==> config.mk <==
export PLATFORM = sky130hd
export DESIGN_NAME = wdog_timer
export DESIGN_NICKNAME = d
export VERILOG_FILES = /design/src/rtl/wdt_pkg.sv /design/src/rtl/wdt_tick_div.sv /design/src/rtl/wdt_ctl_reg.sv /design/src/rtl/wdt_countdown.sv /design/src/rtl/wdog_timer.sv
export SDC_FILE = /design/constraint.sdc
export NUM_CORES = 1
export LEC_CHECK = 0
export ABC_AREA = 0
export BUFFER_PORTS_ARGS = -buffer_cell sky130_fd_sc_hd__buf_2
export CORE_ASPECT_RATIO = 0.7
export CORE_MARGIN = 3
export CORE_UTILIZATION = 52
export DETAILED_ROUTE_END_ITERATION = 10
export PLACE_DENSITY = 0.79
export REMOVE_ABC_BUFFERS = 1
export SETUP_SLACK_MARGIN = 0.2
export SKIP_LAST_GASP = 1
export SLEW_MARGIN = 20
export SYNTH_ARGS = -nofsm -noshare
export SYNTH_HDL_FRONTEND = slang
export SYNTH_SLANG_ARGS = --single-unit
==> constraint.sdc <==
create_clock -name clk -period 2.7 [get_ports clk]
set_input_delay 0.81 -clock clk [delete_from_list [all_inputs] [get_ports clk]]
set_output_delay 0.81 -clock clk [all_outputs]
set_load 0.1 [all_outputs]
==> src/rtl/wdt_pkg.sv <==
package wdt_pkg;
    localparam int TMO_W      = 6;
    localparam int REG_W      = 8;
    localparam int STROBE_BIT = 7;
    localparam int WPROT_BIT  = 6;
    localparam int FLAG_BIT   = 7;

    typedef struct packed {
        logic             strobe;
        logic             wprot_n;
        logic [TMO_W-1:0] tmo;
    } wdt_ctl_t;

    function automatic wdt_ctl_t decode_ctl(input logic [REG_W-1:0] d);
        wdt_ctl_t c;
        c.strobe  = d[STROBE_BIT];
        c.wprot_n = d[WPROT_BIT];
        c.tmo     = d[TMO_W-1:0];
        return c;
    endfunction

    function automatic logic [REG_W-1:0] pack_flag(input logic f);
        logic [REG_W-1:0] r;
        r = '0;
        r[FLAG_BIT] = f;
        return r;
    endfunction
endpackage

==> src/rtl/wdt_tick_div.sv <==
module wdt_tick_div #(
    parameter int DIV_RATIO = 1024
) (
    input  logic clk,
    input  logic rst,
    input  logic osc_tick_i,
    input  logic osc_run_i,
    output logic slow_tick_o
);
    localparam int CW = (DIV_RATIO > 2) ? $clog2(DIV_RATIO) : 1;
    localparam logic [CW-1:0] LAST = CW'(DIV_RATIO - 1);

    logic [CW-1:0] div_cnt;
    logic          adv;

    assign adv         = osc_tick_i && osc_run_i;
    assign slow_tick_o = adv && (div_cnt == LAST);

    always_ff @(posedge clk) begin
        if (rst) begin
            div_cnt <= '0;
        end else if (adv) begin
            div_cnt <= (div_cnt == LAST) ? '0 : div_cnt + 1'b1;
        end
    end

    p_div_hold_r2: assert property (@(posedge clk) disable iff (rst)
        !osc_run_i |=> $stable(div_cnt));
    p_div_wrap_r2: assert property (@(posedge clk) disable iff (rst)
        slow_tick_o |=> (div_cnt == '0));
endmodule

==> src/rtl/wdt_ctl_reg.sv <==
module wdt_ctl_reg
    import wdt_pkg::*;
#(
    parameter logic [TMO_W-1:0] INIT_TMO = 6'd10
) (
    input  logic             clk,
    input  logic             rst,
    input  logic             wr_i,
    input  logic [REG_W-1:0] wdata_i,
    output logic [TMO_W-1:0] tmo_o,
    output logic [TMO_W-1:0] load_val_o,
    output logic             strobe_o,
    output logic [REG_W-1:0] rdata_o
);
    wdt_ctl_t         wc;
    logic             wprot_n;
    logic [TMO_W-1:0] tmo_q;
    logic             upd;

    assign wc         = decode_ctl(wdata_i);
    assign upd        = wr_i && !wc.wprot_n;
    assign load_val_o = upd ? wc.tmo : tmo_q;
    assign strobe_o   = wr_i && wc.strobe;
    assign tmo_o      = tmo_q;
    assign rdata_o    = {1'b0, wprot_n, tmo_q};

    always_ff @(posedge clk) begin
        if (rst) begin
            wprot_n <= 1'b1;
            tmo_q   <= INIT_TMO;
        end else begin
            if (wr_i) wprot_n <= wc.wprot_n;
            if (upd)  tmo_q   <= wc.tmo;
        end
    end

    p_wprot_keeps_tmo_r5: assert property (@(posedge clk) disable iff (rst)
        (wr_i && wdata_i[WPROT_BIT]) |=> $stable(tmo_q));
    p_strobe_reads_zero_r4: assert property (@(posedge clk) disable iff (rst)
        rdata_o[STROBE_BIT] == 1'b0);
endmodule

==> src/rtl/wdt_countdown.sv <==
module wdt_countdown
    import wdt_pkg::*;
#(
    parameter logic [TMO_W-1:0] INIT_TMO = 6'd10
) (
    input  logic             clk,
    input  logic             rst,
    input  logic             slow_tick_i,
    input  logic             strobe_i,
    input  logic [TMO_W-1:0] tmo_i,
    input  logic [TMO_W-1:0] load_val_i,
    input  logic             flag_rd_i,
    output logic             flag_o
);
    logic [TMO_W-1:0] cnt;
    logic             enabled;
    logic             step;
    logic             hit_zero;

    assign enabled  = (tmo_i != '0);
    assign step     = slow_tick_i && enabled && !strobe_i && (cnt != '0);
    assign hit_zero = step && (cnt == TMO_W'(1));

    always_ff @(posedge clk) begin
        if (rst) begin
            cnt    <= INIT_TMO;
            flag_o <= 1'b0;
        end else begin
            if (strobe_i)  cnt <= load_val_i;
            else if (step) cnt <= cnt - 1'b1;

            if (hit_zero)       flag_o <= 1'b1;
            else if (flag_rd_i) flag_o <= 1'b0;
        end
    end

    p_dec_by_one_r3: assert property (@(posedge clk) disable iff (rst)
        (slow_tick_i && !strobe_i && enabled && cnt != '0) |=> (cnt == $past(cnt) - 1'b1));
    p_flag_on_zero_r3: assert property (@(posedge clk) disable iff (rst)
        (slow_tick_i && !strobe_i && enabled && cnt == TMO_W'(1)) |=> flag_o);
    p_strobe_reload_r4: assert property (@(posedge clk) disable iff (rst)
        strobe_i |=> (cnt == $past(load_val_i)));
    p_off_no_flag_r6: assert property (@(posedge clk) disable iff (rst)
        (!enabled && !flag_o) |=> !flag_o);
    p_sticky_r7: assert property (@(posedge clk) disable iff (rst)
        (flag_o && !flag_rd_i) |=> flag_o);
    p_hold_zero_r8: assert property (@(posedge clk) disable iff (rst)
        (cnt == '0 && !strobe_i) |=> (cnt == '0));
endmodule

==> src/rtl/wdog_timer.sv <==
module wdog_timer
    import wdt_pkg::*;
#(
    parameter int               DIV_RATIO = 1024,
    parameter logic [TMO_W-1:0] INIT_TMO  = 6'd10
) (
    input  logic             clk,
    input  logic             rst,
    input  logic             osc_tick_i,
    input  logic             osc_run_i,
    input  logic             ctl_wr_i,
    input  logic [REG_W-1:0] ctl_wdata_i,
    output logic [REG_W-1:0] ctl_rdata_o,
    input  logic             flag_rd_i,
    output logic [REG_W-1:0] flag_rdata_o,
    input  logic             irq_en_i,
    output logic             irq_o
);
    logic             slow_tick;
    logic             strobe;
    logic [TMO_W-1:0] tmo;
    logic [TMO_W-1:0] load_val;
    logic             flag;

    wdt_tick_div #(.DIV_RATIO(DIV_RATIO)) u_div (
        .clk         (clk),
        .rst         (rst),
        .osc_tick_i  (osc_tick_i),
        .osc_run_i   (osc_run_i),
        .slow_tick_o (slow_tick)
    );

    wdt_ctl_reg #(.INIT_TMO(INIT_TMO)) u_ctl (
        .clk        (clk),
        .rst        (rst),
        .wr_i       (ctl_wr_i),
        .wdata_i    (ctl_wdata_i),
        .tmo_o      (tmo),
        .load_val_o (load_val),
        .strobe_o   (strobe),
        .rdata_o    (ctl_rdata_o)
    );

    wdt_countdown #(.INIT_TMO(INIT_TMO)) u_cnt (
        .clk         (clk),
        .rst         (rst),
        .slow_tick_i (slow_tick),
        .strobe_i    (strobe),
        .tmo_i       (tmo),
        .load_val_i  (load_val),
        .flag_rd_i   (flag_rd_i),
        .flag_o      (flag)
    );

    assign flag_rdata_o = pack_flag(flag);
    assign irq_o        = flag && irq_en_i;

    p_irq_needs_flag_r9: assert property (@(posedge clk) disable iff (rst)
        irq_o |-> flag_rdata_o[FLAG_BIT]);
    p_irq_masked_r9: assert property (@(posedge clk) disable iff (rst)
        !irq_en_i |-> !irq_o);
endmodule

======== Yosys cells after proc, flatten, opt, wreduce, memory -nomap -nowiden ========
Cells that the tools add are included.
word-level totals
  flip-flop bits (word level) ............. 24
  memory bits (writable) .................. 0
  word-level logic and storage cells ...... 30
  memories kept ........................... 0
  output and inout port bits .............. 17
  bits in read-only memories .............. 0
  bits of input ports ..................... 15
  bits in latches ......................... 0
operators by class
  bitwise operators ....................... 0
  magnitude comparators ................... 0
  $add $sub $neg .......................... 2
  muxes and demuxes ....................... 6
  reductions and logical operators ........ 15
  $mul .................................... 0
  div/mod/pow operators ................... 0
  shifts and indexed selects .............. 0
  equality and inequality tests ........... 2
operator list
  kind                     count
  $mux W6                  3
  $reduce_bool A6 Y1       2
  $add A10 B1 Y10 const B  1
  $eq A10 B10 Y1 const B   1
  $mux W10                 1
  $logic_and A1 B1 Y1      9
  $eq A6 B1 Y1 const B     1
  $sub A6 B1 Y6 const B    1
  $reduce_bool A2 Y1       2
  $logic_not A1 Y1         2
  $mux W1                  2

======== Logic depth before layout (Yosys ltp) ========
Gate-level depths: netlist of run 1.
  depth in word-level cells ............... 7
  gate-level depth with buffers ........... 7
  gate-level depth less buffers ........... 6

======== Modules after synthesis ========
A second synthesis of run 1 with hierarchy kept.
second synthesis, totals
  cell total of the unflattened synthesis .. 169
  area, all modules ....................... 1565.3 µm²
by module, submodules not included
  module         times used  area an instance (µm²)  seq. area each (µm²)  cells an instance
  wdt_tick_div   1           541.8                   200.2                 61
  wdt_countdown  1           494.2                   140.1                 52
  wdt_ctl_reg    1           459.2                   140.1                 46
  wdog_timer     1           70.1                    0.0                   10

======== Worst setup path before layout of run 1 ========
OpenSTA, ideal clock, no wires.
  path type ............................... input-to-output
  start ................................... in irq_en_i
  end ..................................... out irq_o
  path buffers ............................ 0
  data required time ...................... 1.890 ns
  arrival ................................. 1.547 ns
  cell stages on the path ................. 1
  setup slack ............................. 0.343 ns
  path through ............................ and2_1
between the ends
  word-level cells in the longest chain between the ends .. 1
RTL lines
  element              line              RTL
  start: declaration   wdog_timer.sv:16  input logic irq_en_i,
  $logic_and A1 B1 Y1  wdog_timer.sv:56  assign irq_o = flag && irq_en_i;
  end: declaration     wdog_timer.sv:17  output logic irq_o
No other way between the ends.

======== Worst setup path after layout of run 1 ========
Same ends and word-level chain as after synthesis.

==> results of run 1 <==
routing by layer:
| metal | GRT usage, % | vias to the layer above |
|---|---|---|
| met5 | 0 | - |
| met4 | 6.07 | 0 |
| met3 | 5.53 | 9 |
| met2 | 32.9 | 53 |
| met1 | 25.1 | 546 |
| li1 | - | 570 |
final cells by class:
class                           count  area, um^2
Tap cell                           32        40.0
Multi-Input combinational cell    123         754
Fill cell                         208         828
Sequential cell                    24         480
Inverter                            4        15.0
Timing Repair Buffer               24         123
Clock buffer                        4        36.3
registers in the layout, indices dropped and copies added (netlist names):
signal	count
u_cnt.cnt	6
u_cnt.flag_o	1
u_ctl.tmo_o	6
u_ctl.wprot_n	1
u_div.div_cnt	10
path summary, 6_finish.rpt:
path                                 start                         to  slack, ns  cells after the start
max reg2reg  u_div.div_cnt[0]$_SDFFE_PP0N_  u_cnt.cnt[1]$_SDFFE_PP1P_       0.74                      6
min reg2reg      u_cnt.flag_o$_SDFFE_PP0P_  u_cnt.flag_o$_SDFFE_PP0P_       0.49                      2
max                               irq_en_i                      irq_o       0.48                      3
min              u_cnt.flag_o$_SDFFE_PP0P_  u_cnt.flag_o$_SDFFE_PP0P_       0.49                      2
through the flow:
stage,total power [mW],hold WS [ns]
3_3_place_gp,0.552,0.466
6_report,0.746,0.490
4_1_cts,0.752,0.497
3_5_place_dp,0.558,0.477
2_1_floorplan,0.521,0.465
5_1_grt,0.782,0.534
critical path: stages:
cell and delay, ns:
buf_2 0.07, and2_1 0.11, buf_2 0.42
layout by cell type (no fill, tap or decap), types with 3 or more instances in the layout:
master | synthesis | final
a211oi_1 | 5 | 5
or3_1 | 8 | 8
nand4_1 | 4 | 4
o21ai_0 | 3 | 3
xor2_1 | 7 | 7
nand2_1 | 14 | 14
nor2_1 | 24 | 24
and2_1 | 3 | 3
inv_1 | 4 | 4
dfxtp_1 | 24 | 24
a21oi_1 | 6 | 6
mux2i_1 | 6 | 6
buf_2 | 1 | 23
clkbuf_4 | 0 | 3
conb_1 | 1 | 8
ha_1 | 4 | 4
nand2b_1 | 5 | 5
cell families after synthesis:
family	Yosys count	share of synthesized area, %
adder cells (fa/ha/maj)	4	3.80
AO/OA/AOI/OAI	19	9.30
flip-flops	24	36.4
XOR/XNOR	9	5.98
other	1	0.284
AND/OR/NAND/NOR	76	30.5
buffers and inverters	19	8.35
multiplexers	7	5.41
power breakdown:
group	internal, mW	leakage, nW	switching, mW
clock network	0.0826	0.0210	0.111
registers	0.368	0.196	0.0149
logic	0.0376	0.403	0.132
==> summary.md, run 1 <==
| Metric | Value |
|---|---|
| Outcome | `completed` |
| Num CTS Buffers | `3` |
| Yosys top cell area share | `36.4%` |
| Distinct cells, synth | `38` |
| Core area | `2280 um^2` |
| Clock transition at path regs | `0.13 ns` |
| Setup ws final | `0.484 ns` |
| Post-route cell area | `1450 um^2` |
| Initial antenna violation count | `0` |
| Yosys warnings | `0` |
| Htree depth | `1` |
| Post-synth top flop | `dfxtp_1` |
| Synth Cell Area | `1320 um^2` |
| Final Hold Fails | `0` |
| Post-route insts no fill | `211` |
| WL met3 | `227 um` |
| Vias in the first global route | `1060` |
| DRT Pass-1 Iters | `4` |
| Clock Root Buffer | `clkbuf_4` |
| Synth Instances | `159` |
| Layout cell share with drive strength beyond 1 | `19.0%` |
| Dpl hpwl | `2130 um` |
| Vias per inst | `5.58` |
| CTS sink count | `24` |
| Final Util | `63.6%` |
| Number of remaining DRC errors | `0` |
| Setup crit end kind | `output pin` |
| Setup-failing EPs final | `0` |
| Nets | `199` |
| Met1 WL | `1270 um` |
| Tcrit/Tclk final | `82.1%` |
| EDFF count, synth | `0` |
| Crit path required time | `1.89 ns` |
| Routed vias | `1178` |
| Total global routing overflow | `0` |
| Die Span Y | `48.1 um` |
| Row Count | `14` |
| Starting DRT DRC Count | `70` |
| Crit path max fanout | `1` |
| #FFs+latches synth | `24` |
| Die W | `66.2 um` |
| Top sig layer | `met4` |
| Largest net degree at the start of global routing | `22` |
| Global-route wire length before repair | `4660 um` |
| Max Cap Viol | `0` |
| Worst slack at placement | `0.350 ns` |
| P_leak | `0.619 nW` |
| Placed cell count | `207` |
| Peak Freq | `0.451 GHz` |
| TritonCTS clock tree | `built` |
| Ys async rst share | `0%` |
| Hold Crit Class | `flip-flop to flip-flop` |
| I/O pin cnt | `32` |
| Yosys top cell by area | `dfxtp_1` |
| Synth area leaders | `dfxtp_1 (36%), nor2_1 (6.8%), buf_4 (5.7%)` |
| Clk_lat worst skew | `0.32 ns` |
| Setup CP Type | `input port to output pin` |
| CTS resizes | `0` |
| Routed Wire Length | `2790 um` |
| Antenna cells | `0` |
| CTS Hold Bufs | `0` |
| Post-CTS setup buffer count | `0` |
| Syn Area/Cell | `8.29 um^2` |
| Crit path arrival time | `1.41 ns` |
| Cell Area, Placed | `1410 um^2` |
| Most frequent cells after synthesis | `dfxtp_1 (24), nor2_1 (24), nand2_1 (14), buf_4 (10), or3_1 (8)` |
| Met2 WL | `1250 um` |
| Minimum clock period | `2.22 ns` |
| Pins Over Slew Limit | `0` |
| Critical path startpoint category | `input port` |
| Maximum buffer depth of the clock tree | `2` |
| Die ar. | `3190 um^2` |
| Worst ir drop on vdd | `0.326 mV` |
| RSZ-0062 raised after global routing | `no` |
| PD cells | `515 nW/um^2` |
| GPL Wtd Cong | `0.795` |
| Sequential area share after synthesis | `36.4%` |
| All-Layer GR Usage | `19.6%` |
| Final TNS setup | `0 ns` |
| IO buf count | `23` |
| Antenna-violating nets left | `0` |
| Initial Utilization | `57.9%` |
| Post-DR wirelength/cell | `13.2 um` |
| Area grow syn2layout | `9.87%` |
| Max Clock Skew | `0.00283 ns` |
(Power assumes the default switching activity.)
==> run 2, diff against run 1 <==
CORE_UTILIZATION = 47   (was 52)
PLACE_DENSITY = 0.75   (was 0.79)
clock period = 2 ns   (was 2.7 ns; I/O delays follow)
==> run 2 against run 1 <==
Effect of this change:
- final cell count increased by 4.3%
- sequential share of layout area decreased by 2.5 points
- total power increased by 46%
- non-clock buffer count increased by 7
- register-to-register slack got worse by 0.49 ns
- clock-buffer cell count unchanged
==> summary.md, run 2 (synthesis results as in run 1) <==
| Metric | Value |
|---|---|
| Outcome | `completed` |
| CTS sink count | `24 (unchanged)` |
| Clock Root Buffer | `clkbuf_8` |
| Final Hold Fails | `0 (unchanged)` |
| Initial Utilization | `51.3% (-6.6 points)` |
| WL met3 | `175 um (-23%)` |
| Biggest register | `u_div.div_cnt` |
| Post-route cell area | `1580 um^2 (+9.2%)` |
| Nets | `206 (+3.5%)` |
| Max Cap Viol | `0 (unchanged)` |
| PD cells | `687 nW/um^2 (+33%)` |
| Post-route insts no fill | `220 (+4.3%)` |
| I/O pin cnt | `32 (unchanged)` |
| RSZ-0062 raised after global routing | `yes` |
| Crit path required time | `2.15 ns (+0.26 ns)` |
| Fin Hold WS | `0.492 ns (+0.00223 ns)` |
| Final TNS setup | `0 ns (unchanged)` |
| Power, Total | `1.09 mW (+46%)` |
| Met1 WL | `1300 um (+2.1%)` |
| Starting DRT DRC Count | `113 (+61%)` |
| Die Span Y | `50.3 um (+4.5%)` |
| Total global routing overflow | `0 (unchanged)` |
| Crit path arrival time | `1.90 ns (+0.49 ns)` |
| Number of remaining DRC errors | `0 (unchanged)` |
| CP peak stage delay | `0.37 ns (-0.05 ns)` |
| Crit path max fanout | `3 (+2)` |
| Pins Over Slew Limit | `0 (unchanged)` |
| DRT Pass-1 Iters | `4 (unchanged)` |
| Setup ws final | `0.253 ns (-0.232 ns)` |
| IO buf count | `23 (unchanged)` |
| Routed vias | `1161 (-1.4%)` |
| Most frequent CP cell | `or3_1` |
| Most common cell after layout, fill and taps aside | `nor2_1` |
| Number of flip-flops in the largest register | `10 (unchanged)` |
| WP buf/inv | `0 (-2)` |
| Layout cell share with drive strength beyond 1 | `25.8% (+6.8 points)` |
| Routed Wire Length | `2890 um (+3.5%)` |
| Clk_lat worst skew | `0.27 ns (-0.05 ns)` |
| Clock transition at path regs | `0.08 ns (-0.05 ns)` |
| WHS Path Cells | `2 (unchanged)` |
| Htree depth | `1 (unchanged)` |
| Critical path startpoint category | `flip-flop` |
| Setup-failing EPs final | `0 (unchanged)` |
| Commonest cells after routing, fill and taps aside | `nor2_1 (24), buf_2 (22), dfxtp_1 (20)` |
| Stages on worst setup path | `6 (+3)` |
| Dpl hpwl | `2100 um (-1.5%)` |
| Max Clock Skew | `0.00510 ns (+0.00227 ns)` |
| P_leak | `0.667 nW (+7.7%)` |
| Slowest CP cell | `or3_1` |
| Hold path start | `u_cnt.flag_o$_SDFFE_PP0P_` |
| Largest net degree at the start of global routing | `22 (unchanged)` |
| Vias in the first global route | `1090 (+2.8%)` |
| Num CTS Buffers | `3 (unchanged)` |
| Top sig layer | `met4` |
| Cell Area, Placed | `1460 um^2 (+3.4%)` |
| Tcrit/Tclk final | `87.4%` |
| Worst reg2reg setup slack | `0.25 ns (-0.49 ns)` |
| Fill count | `213 (+2.4%)` |
| Die W | `69.3 um (+4.7%)` |
| Crit path max-delay family | `simple AND/OR/NAND/NOR gates` |
| TritonCTS clock tree | `built` |
| Die ar. | `3490 um^2 (+9.5%)` |
| Maximum buffer depth of the clock tree | `2 (unchanged)` |
| Row Count | `15 (+1)` |
| Minimum clock period | `1.75 ns` |
| CP cell instances | `ha_4 > nand3_4 > or3_1 > and4bb_4 > mux2i_1 > or3_1` |
| Vias per inst | `5.28 (-5.5%)` |
| Hold Crit Class | `flip-flop to flip-flop` |
| All-Layer GR Usage | `17.1% (-2.5 points)` |
| GPL Wtd Cong | `0.803 (+1.0%)` |
| Antenna cells | `0 (unchanged)` |
| Worst ir drop on vdd | `0.502 mV (+54%)` |
| Placed cell count | `213 (+2.9%)` |
| Worst r2r src | `u_div.div_cnt[1]$_SDFFE_PP0N_` |
| Peak Freq | `0.572 GHz` |
| Setup crit end kind | `flip-flop` |
| Antenna-violating nets left | `0 (unchanged)` |
| R2R Path End | `u_cnt.cnt[1]$_SDFFE_PP1P_` |
| Worst slack at placement | `-0.0790 ns (-0.429 ns)` |
| Core area | `2570 um^2 (+13%)` |
| Final Util | `61.6% (-2.1 points)` |
| Setup CP Type | `flip-flop to flip-flop` |
| Reg2Reg Depth | `6 (unchanged)` |
| CTS Hold Bufs | `0 (unchanged)` |
| Global-route wire length before repair | `4820 um (+3.4%)` |
| Post-DR wirelength/cell | `13.1 um (-0.72%)` |
| Min-Delay Endpoint | `u_cnt.flag_o$_SDFFE_PP0P_` |
| Met2 WL | `1390 um (+11%)` |
| Initial antenna violation count | `0 (unchanged)` |
| Area grow syn2layout | `20.0%` |
-- run 2: worst min-delay path: cells and delay by family (launching register included) --
family	cells	cell delay [ns]
simple gates	1	0.07
flops	1	0.32
compound gates	1	0.05
-- run 2: what timing repair did --
item / 4_1_cts / 5_1_grt
endpoints found under the setup margin: 3 / 5
pin swaps: 0 / 4
hold endpoints to repair: 0 / 0
gates resized for setup: 5 / 5
buffers inserted: 2 / 1
-- run 2: layout make-up --
type / count / area, um^2 / area share [%]
Multi-Input combinational cell: 123 / 795 / 50.2
Sequential cell: 24 / 485 / 30.7
Timing Repair Buffer: 31 / 190 / 12.0
Clock buffer: 4 / 55.1 / 3.48
Tap cell: 34 / 42.5 / 2.69
Inverter: 4 / 15.0 / 0.949
-- run 2: how the worst max path moves through the flow --
stage / start / end / slack (ns)
after global routing: u_cnt.cnt[2]$_SDFFE_PP0P_ / u_cnt.cnt[5]$_SDFFE_PP0P_ / 0.18
after detailed placement: ctl_wdata_i[7] / u_cnt.cnt[1]$_SDFFE_PP1P_ / -0.08
after global placement: ctl_wdata_i[7] / u_cnt.cnt[1]$_SDFFE_PP1P_ / -0.05
after CTS: u_div.div_cnt[0]$_SDFFE_PP0N_ / u_cnt.cnt[1]$_SDFFE_PP1P_ / 0.20
final: u_div.div_cnt[1]$_SDFFE_PP0N_ / u_cnt.cnt[1]$_SDFFE_PP1P_ / 0.25
after floorplan: u_cnt.flag_o$_SDFFE_PP0P_ / irq_o / -0.41
-- run 2: metal layers --
layer | vias to the layer above | global-route usage, %
met4 | 0 | 7.14
met3 | 4 | 4.60
met5 | - | 0
met1 | 533 | 22.0
met2 | 41 | 27.2
li1 | 583 | -
-- run 2: power by group --
group | switching [mW] | leakage [nW] | internal (mW)
Combinational | 0.181 | 0.441 | 0.0603
Clock | 0.152 | 0.0288 | 0.176
Sequential | 0.0215 | 0.198 | 0.496
Total | 0.355 | 0.667 | 0.732
==> run 3, diff against run 2 <==
PLACE_DENSITY = 0.74   (was 0.75)
==> run 3 against run 2 <==
Effect of this change:
- setup slack got worse by 0.062 ns
- routed wire length rose by 13%
- largest cell class unchanged
- utilization rose by 1.2 points
- critical path depth rose by 1
- global-route usage rose by 1.6 points
- largest power group unchanged
- final area rose by 2.0%
- clock skew rose by 0.0043 ns
==> summary.md, run 3 (synthesis results as in run 1) <==
| Metric | Value |
|---|---|
| I/O pin cnt | `32 (unchanged)` |
| Layout cell share with drive strength beyond 1 | `26.2% (+0.40 points)` |
| Largest net degree at the start of global routing | `22 (unchanged)` |
| Number of flip-flops in the largest register | `10 (unchanged)` |
| PD cells | `745 nW/um^2 (+8.5%)` |
| Crit path max fanout | `4 (+1)` |
| Post-DR wirelength/cell | `14.8 um (+13%)` |
| Antenna-violating nets left | `0 (unchanged)` |
| P_leak | `0.680 nW (+1.9%)` |
| Outcome | `completed` |
| Most common cell after layout, fill and taps aside | `nor2_1` |
| Initial antenna violation count | `0 (unchanged)` |
| Cell Area, Placed | `1480 um^2 (+1.0%)` |
| RSZ-0062 raised after global routing | `yes` |
| Routed vias | `1234 (+6.3%)` |
| Max Cap Viol | `0 (unchanged)` |
| Pins Over Slew Limit | `0 (unchanged)` |
| Minimum clock period | `1.81 ns (+0.0620 ns)` |
| Clk_lat worst skew | `0.28 ns (about the same)` |
| CTS sink count | `24 (unchanged)` |
| Biggest register | `u_div.div_cnt` |
| IO buf count | `23 (unchanged)` |
| Htree depth | `1 (unchanged)` |
| DRT Pass-1 Iters | `4 (unchanged)` |
| Setup-failing EPs final | `0 (unchanged)` |
| Critical path startpoint category | `flip-flop` |
| Tcrit/Tclk final | `90.5% (+3.1 points)` |
| Crit path required time | `2.18 ns (+0.03 ns)` |
| TritonCTS clock tree | `built` |
| Die W | `69.3 um (unchanged)` |
| Fill count | `209 (-1.9%)` |
| Max Clock Skew | `0.00944 ns (+0.00434 ns)` |
| Clock Root Buffer | `clkbuf_8` |
| Area grow syn2layout | `22.4%` |
| CP cell instances | `ha_4 > nand3_4 > or3_1 > and4bb_4 > buf_4 > nand3_1 > and3_1` |
| Crit path max-delay family | `simple AND/OR/NAND/NOR gates` |
| Commonest cells after routing, fill and taps aside | `nor2_1 (24), buf_2 (22), dfxtp_1 (21)` |
| Clock transition at path regs | `0.09 ns (about the same)` |
| Dpl hpwl | `2340 um (+11%)` |
| Die Span Y | `50.3 um (unchanged)` |
| Final TNS setup | `0 ns (unchanged)` |
| Setup CP Type | `flip-flop to flip-flop` |
| Total global routing overflow | `0 (unchanged)` |
| Slowest CP cell | `dfxtp_2` |
| Num CTS Buffers | `3 (unchanged)` |
| Worst ir drop on vdd | `0.526 mV (+4.7%)` |
| Crit path arrival time | `1.99 ns (+0.09 ns)` |
| Maximum buffer depth of the clock tree | `2 (unchanged)` |
| Initial Utilization | `51.3% (unchanged)` |
| Vias in the first global route | `1133 (+3.9%)` |
| GPL Wtd Cong | `0.837 (+4.2%)` |
| Core area | `2570 um^2 (unchanged)` |
| Power, Total | `1.20 mW (+11%)` |
| Setup crit end kind | `flip-flop` |
| WP buf/inv | `1 (+1)` |
| Final Hold Fails | `0 (unchanged)` |
| Global-route wire length before repair | `5100 um (+5.7%)` |
| Peak Freq | `0.553 GHz (-3.4%)` |
| Post-route cell area | `1610 um^2 (+2.0%)` |
| CP peak stage delay | `0.36 ns (about the same)` |
| All-Layer GR Usage | `18.8% (+1.6 points)` |
| Antenna cells | `0 (unchanged)` |
| Nets | `207 (+0.49%)` |
| Routed Wire Length | `3280 um (+13%)` |
| Vias per inst | `5.58 (+5.8%)` |
| Starting DRT DRC Count | `104 (-8.0%)` |
| Die ar. | `3490 um^2 (unchanged)` |
| Row Count | `15 (unchanged)` |
| Number of remaining DRC errors | `0 (unchanged)` |
| Fin Hold WS | `0.487 ns (-0.00494 ns)` |
| Hold Crit Class | `flip-flop to flip-flop` |
## run 3: cell count changes in the layout (fill, tap and decap cells not counted), sizes merged
cell    change
clkbuf      -1
bufinv      +1
buf         +1
## run 3: worst reg2reg max path: stages, from the launching register on
cell and delay [ns]:
dfxtp_2 0.36, ha_4 0.15, nand3_4 0.08, or3_1 0.35, and4bb_4 0.35, buf_4 0.13
nand3_1 0.11, and3_1 0.18
## run 3: per-stage QoR
stage	utilization [%]	cells	setup slack [ns]
finish	62.8	221	0.191
global route	62.8	221	0.134
CTS	61.6	220	0.203
detailed placement	57.4	215	-0.0971
global placement	57.4	215	-0.0603
floorplan	-	151	-0.413
## run 3: per-layer routing
metal / vias up / part of all wire, % / track usage, %
met5: - / 0 / 0
met4: 0 / 3.2 / 8.44
met3: 14 / 9.2 / 4.80
met2: 66 / 47 / 32.0
met1: 569 / 40 / 22.4
li1: 585 / - / -
## run 3: area by class of cell
cell class | count | area [um^2] | area share [%]
tap | 34 | 42.5 | 2.64
clock inverter | 1 | 30.0 | 1.86
sequential | 24 | 487 | 30.2
inverter | 4 | 15.0 | 0.930
multi-input combinational | 123 | 801 | 49.6
clock buffer | 3 | 41.3 | 2.56
timing repair buffer | 32 | 198 | 12.2
## run 3: final timing paths
path / startpoint / to / slack, ns / cells after the start
setup reg to reg: u_div.div_cnt[0]$_SDFFE_PP0N_ / u_cnt.cnt[0]$_SDFFE_PP0P_ / 0.19 / 7
setup / recovery: u_div.div_cnt[0]$_SDFFE_PP0N_ / u_cnt.cnt[0]$_SDFFE_PP0P_ / 0.19 / 7
hold reg to reg: u_cnt.flag_o$_SDFFE_PP0P_ / u_cnt.flag_o$_SDFFE_PP0P_ / 0.49 / 2
hold / removal: u_cnt.flag_o$_SDFFE_PP0P_ / u_cnt.flag_o$_SDFFE_PP0P_ / 0.49 / 2
## run 3: what timing repair did
item,4_1_cts,5_1_grt
setup buffers,1,1
gates resized for setup,6,5
hold endpoints to repair,0,0
hold buffers,0,0
pin swaps,4,6
endpoints found under the setup margin,3,5
## run 3: power by group
| group | internal (mW) | leakage [nW] | switching (mW) |
|---|---|---|---|
| sequential | 0.495 | 0.197 | 0.0220 |
| combinational | 0.0625 | 0.447 | 0.185 |
| clock | 0.268 | 0.0357 | 0.170 |
| total | 0.826 | 0.680 | 0.377 |
